--- src/rtl/eil_pkg.sv ---
package eil_pkg;
  typedef enum logic [1:0] {
    CMD_NONE = 2'd0,
    CMD_MASK = 2'd1,
    CMD_CLR  = 2'd2
  } eil_cmd_e;
endpackage

--- src/rtl/eil_sync.sv ---
module eil_sync #(
  parameter int STAGES = 2
) (
  input  logic clk,
  input  logic rst_n,
  input  logic async_in,
  output logic sync_out,
  output logic sync_valid
);
  logic [STAGES-1:0] chain_q;
  logic [STAGES-1:0] fill_q;

  always_ff @(posedge clk or negedge rst_n) begin
    if (!rst_n) begin
      chain_q <= '0;
      fill_q  <= '0;
    end else begin
      chain_q <= {chain_q[STAGES-2:0], async_in};
      fill_q  <= {fill_q[STAGES-2:0], 1'b1};
    end
  end

  assign sync_out   = chain_q[STAGES-1];
  assign sync_valid = fill_q[STAGES-1];
endmodule

--- src/rtl/eil_edge.sv ---
module eil_edge (
  input  logic clk,
  input  logic rst_n,
  input  logic level,
  input  logic level_valid,
  input  logic pol,
  output logic hit
);
  logic prev_q;
  logic primed_q;
  logic rise, fall;

  always_ff @(posedge clk or negedge rst_n) begin
    if (!rst_n) begin
      prev_q   <= 1'b0;
      primed_q <= 1'b0;
    end else begin
      prev_q   <= level;
      primed_q <= level_valid;
    end
  end

  assign rise = level & ~prev_q;
  assign fall = ~level & prev_q;
  assign hit  = primed_q & (pol ? rise : fall);
endmodule

--- src/rtl/eil_ctrl.sv ---
module eil_ctrl
  import eil_pkg::*;
#(
  parameter int ADDR_W    = 4,
  parameter int DATA_W    = 16,
  parameter int MASK_ADDR = 0,
  parameter int CLR_ADDR  = 1
) (
  input  logic              clk,
  input  logic              rst_n,
  input  logic              wr_en,
  input  logic [ADDR_W-1:0] wr_addr,
  input  logic [DATA_W-1:0] wr_data,
  input  logic              set_pulse,
  output logic              pending,
  output logic              mask,
  output logic              clr_pulse,
  output logic              req_n
);
  localparam int MASK_BIT = DATA_W - 1;
  localparam logic [ADDR_W-1:0] MASK_A = ADDR_W'(MASK_ADDR);
  localparam logic [ADDR_W-1:0] CLR_A  = ADDR_W'(CLR_ADDR);

  eil_cmd_e cmd;
  logic pending_q, mask_q, req_n_q;

  always_comb begin
    cmd = CMD_NONE;
    if (wr_en) begin
      if (wr_addr == MASK_A)     cmd = CMD_MASK;
      else if (wr_addr == CLR_A) cmd = CMD_CLR;
    end
  end

  assign clr_pulse = (cmd == CMD_CLR);

  always_ff @(posedge clk or negedge rst_n) begin
    if (!rst_n) begin
      pending_q <= 1'b0;
      mask_q    <= 1'b0;
      req_n_q   <= 1'b1;
    end else begin
      if (set_pulse)      pending_q <= 1'b1;
      else if (clr_pulse) pending_q <= 1'b0;
      if (cmd == CMD_MASK) mask_q <= wr_data[MASK_BIT];
      req_n_q <= ~(pending_q & mask_q);
    end
  end

  assign pending = pending_q;
  assign mask    = mask_q;
  assign req_n   = req_n_q;
endmodule

--- src/rtl/edge_irq_latch.sv ---
module edge_irq_latch #(
  parameter int ADDR_W      = 4,
  parameter int DATA_W      = 16,
  parameter int SYNC_STAGES = 2,
  parameter int MASK_ADDR   = 0,
  parameter int CLR_ADDR    = 1
) (
  input  logic              clk,
  input  logic              rst_n,
  input  logic              irq_in,
  input  logic              pol,
  input  logic              wr_en,
  input  logic [ADDR_W-1:0] wr_addr,
  input  logic [DATA_W-1:0] wr_data,
  input  logic [DATA_W-2:0] in_word,
  output logic [DATA_W-1:0] rd_data,
  output logic              irq_n
);
  logic sync_lvl, sync_ok, edge_hit;
  logic pending_q, mask_q, clr_pulse;

  eil_sync #(.STAGES(SYNC_STAGES)) u_sync (
    .clk(clk), .rst_n(rst_n), .async_in(irq_in),
    .sync_out(sync_lvl), .sync_valid(sync_ok)
  );

  eil_edge u_edge (
    .clk(clk), .rst_n(rst_n), .level(sync_lvl), .level_valid(sync_ok),
    .pol(pol), .hit(edge_hit)
  );

  eil_ctrl #(
    .ADDR_W(ADDR_W), .DATA_W(DATA_W),
    .MASK_ADDR(MASK_ADDR), .CLR_ADDR(CLR_ADDR)
  ) u_ctrl (
    .clk(clk), .rst_n(rst_n), .wr_en(wr_en), .wr_addr(wr_addr),
    .wr_data(wr_data), .set_pulse(edge_hit), .pending(pending_q),
    .mask(mask_q), .clr_pulse(clr_pulse), .req_n(irq_n)
  );

  assign rd_data = {pending_q, in_word};
endmodule

--- config.mk ---
export PLATFORM = sky130hd
export DESIGN_NAME = edge_irq_latch
export DESIGN_NICKNAME = d
export VERILOG_FILES = /design/src/rtl/eil_pkg.sv /design/src/rtl/eil_sync.sv /design/src/rtl/eil_edge.sv /design/src/rtl/eil_ctrl.sv /design/src/rtl/edge_irq_latch.sv
export SDC_FILE = /design/constraint.sdc
export NUM_CORES = 1
export LEC_CHECK = 0
export BUFFER_PORTS_ARGS = -buffer_cell sky130_fd_sc_hd__buf_2
export CAP_MARGIN = 25
export CORE_MARGIN = 2
export CORE_UTILIZATION = 32
export CTS_CLUSTER_DIAMETER = 50
export DETAILED_ROUTE_END_ITERATION = 10
export PLACE_DENSITY = 0.82
export SKIP_CTS_REPAIR_TIMING = 1
export SYNTH_ARGS = -nofsm -noshare
export SYNTH_HDL_FRONTEND = slang
export SYNTH_SLANG_ARGS = --single-unit
--- constraint.sdc ---
create_clock -name clk -period 2.1 [get_ports clk]
set_input_delay 0.105 -clock clk [delete_from_list [all_inputs] [get_ports clk]]
set_output_delay 0.105 -clock clk [all_outputs]
set_load 0.01 [all_outputs]
==> key figures <==
Status
  – Result of the run: completed

Placed design
  – IO Port Bufs: 11
  – GPL Wtd Cong: 0.6215

Die
  – Io pins: 57
  – Die ar.: 1654 µm²
  – # rows: 13
  – Core ar.: roughly 1300 µm²
  – Initial core utilization: 33.50%
  – Die height: a little over 40 µm
  – Die X: 40.68 µm

Setup path
  – Reg2reg end: u_ctrl.pending$_DFFE_PN0P_
  – Buffers plus inverters on the worst setup path: 1
  – CP arrival: roughly 900 ps
  – Reg-to-reg slack, setup: 1220 ps
  – Crit. path cell count: 1
  – Max stage delay cell, worst path: dfstp_2
  – Crit path max-delay family: flip-flops
  – CP max stage delay: between 500 and 600 ps
  – Worst Setup Path Type: register to primary output
  – Reg2Reg Depth: 3
  – Crit path launch: u_ctrl.req_n$_DFF_PN1_
  – Startpoint types: register
  – CP Capture Type: primary output
  – RR Startpoint: u_sync.chain_q[1]$_DFF_PN0_
  – Critical path cell sequence: buf_2
  – Worst Setup EP: irq_n
  – CP max FO: 1
  – Data required, critical path: 2000 ps

Yosys
  – Netlist cell types: 11
  – Synthesized cell area: 430.4 µm²
  – Synth Net Count: between 70 and 80
  – Post-synthesis register bit count: 9
  – Cells after Synth: 35
  – Yosys Warn Count: 0
  – Seq/Total Area, Yosys: 52.62%
  – Post-synthesis area per instance: 12.30 µm²

Clocking
  – Num Clock Sinks: 9
  – Reg clk slew, reported paths: 60 ps
  – Clock Latency Late Sink: 250 ps
  – Max Root-Sink Buffers: 2
  – Total CTS buffers: 3
  – H-tree Lvls: 1
  – CTS tree: done
  – CTS root buffer: clkbuf_4

Run
  – Max Cap Viol: 0

Routing
  – DRC: 0
  – Routed len/inst: roughly 11 µm
  – Vias per Instance: 4.078
  – Vias: approximately 210
  – Routed WL: approximately 560 µm
  – First-pass DRT Iterations: 2
  – Initial drt markers: 1
  – Antenna viol nets, final: 0

Final layout
  – Multi-input gate area: 83.83 µm²
  – Register area: ~230 µm²
  – Final-stage net count: 77
  – Layout cell share with drive strength beyond 1: 47.22%
  – Syn-to-layout area delta: 0%
  – Fill count: approximately 140
  – Antenna cells: 0

Global route
  – Total grt overflow: 0
  – First-pass GRT wire length: 869 µm
  – Largest net degree at the start of global routing: 10
  – Initial antenna violation count: 0
  – Vias in the first global route: 209
  – GRT Overall Usage: 8.820%

Timing
  – Fmax: between 1000 and 1500 MHz
  – Final period util: 47.03%
  – Final Slew Violations: 0
  – RSZ-0062 raised after global routing: no
  – Final setup viols: 0
  – Crit path time final: about 990 ps
  – Clock Skews: approximately 4.5 ps
  – Final TNS setup: 0 ps
  – Endpoints failing hold: 0

Power and ir drop
  – Leakage: 0.2039 nW
  – Worst vdd ir: 0.5374 mV
  – Power per Cell Area: 871.9 nW/µm²
  – Total chip power: 375.3 µW

Min path
  – Hold Path Depth: 2
  – Hold crit path type: primary input to register
cell usage after synthesis:
cell      instances  area [µm²]
nand2_1           2       7.510
dfrtp_1           8       200.2
buf_4            16       120.1
mux2_4            1       15.01
nand3b_1          1       7.510
a22o_1            1       8.760
conb_1            1       3.750
nand2b_1          2       12.51
o21ai_0           1       5.000
dfstp_2           1       26.28
nor4b_4           1       23.77
state kept, by name, indices dropped and copies added (netlist names):
register / count
u_edge.primed_q: 1
u_ctrl.pending: 1
u_ctrl.mask: 1
u_sync.chain_q: 2
u_sync.fill_q: 2
u_edge.prev_q: 1
u_ctrl.req_n: 1
layer usage:
layer  global-route usage (%)  vias up  share of wire [%]  wire length (µm)
met5                        0        -                  0                 0
met4                    5.833        0                  0                 0
met3                    8.152        0                 11                62
met2                    12.70       10                 55               305
met1                    7.850      102                 34               189
li1                         -       96                  -                 -
worst reg2reg max path: stages (launching register included):
cell,delay [ps]
dfrtp_1,390
nand3b_1,90
o21ai_0,80
a22o_1,220
how the worst min path moves through the flow:
stage                            from                     endpoint  slack, ps
after floorplan                 rst_n      u_ctrl.mask$_DFFE_PN0N_       -190
after global placement          rst_n  u_sync.chain_q[0]$_DFF_PN0_        -40
after detailed placement        rst_n  u_sync.chain_q[0]$_DFF_PN0_        -40
after CTS                       rst_n      u_edge.prev_q$_DFF_PN0_       -320
after global routing      wr_data[15]      u_ctrl.mask$_DFFE_PN0N_         80
final                     wr_data[15]      u_ctrl.mask$_DFFE_PN0N_         80
stage by stage:
step	hold slack, ps	cell area, µm²	util, %	std cells	setup WS, ps
final	79.65	430.4	33.50	51	1112
after floorplan	-190.6	430.4	-	35	1226
after detailed placement	-35.50	384.1	29.89	45	1065
after global placement	-43.72	384.1	29.89	45	1091
after CTS	-315.7	410.4	31.94	49	1098
after global routing	75.56	430.4	33.50	51	1075
final cells by class:
cell class / count / share of cell area [%]
Clock buffer: 4 / 6.105
Multi-Input combinational cell: 10 / 19.48
Sequential cell: 9 / 52.62
Tap cell: 15 / 4.360
Timing Repair Buffer: 13 / 17.44
cell usage in the layout, fill, tap and decap left out:
cell / count
dfstp_2: 1
nand3b_1: 1
nand2b_1: 2
o21ai_0: 1
dfrtp_1: 8
nor4b_4: 1
a22o_1: 1
dlygate4sd3_1: 2
nand2_1: 2
mux2_4: 1
conb_1: 1
clkbuf_4: 3
buf_2: 11
clkbuf_1: 1
logic make-up after synthesis:
family                 Yosys count  synth area share [%]
buffers and inverters           16                 27.91
flip-flops                       9                 52.62
AO/OA/AOI/OAI                    2                 3.197
other                            1                0.8713
AND/OR/NAND/NOR                  6                 11.92
multiplexers                     1                 3.487
where the power goes:
group          total (mW)  switching, mW  internal, mW
Sequential          0.202        0.00759         0.195
Clock               0.129         0.0560        0.0729
Combinational      0.0439         0.0184        0.0255
Note: power is estimated with default switching activity, not from simulation.
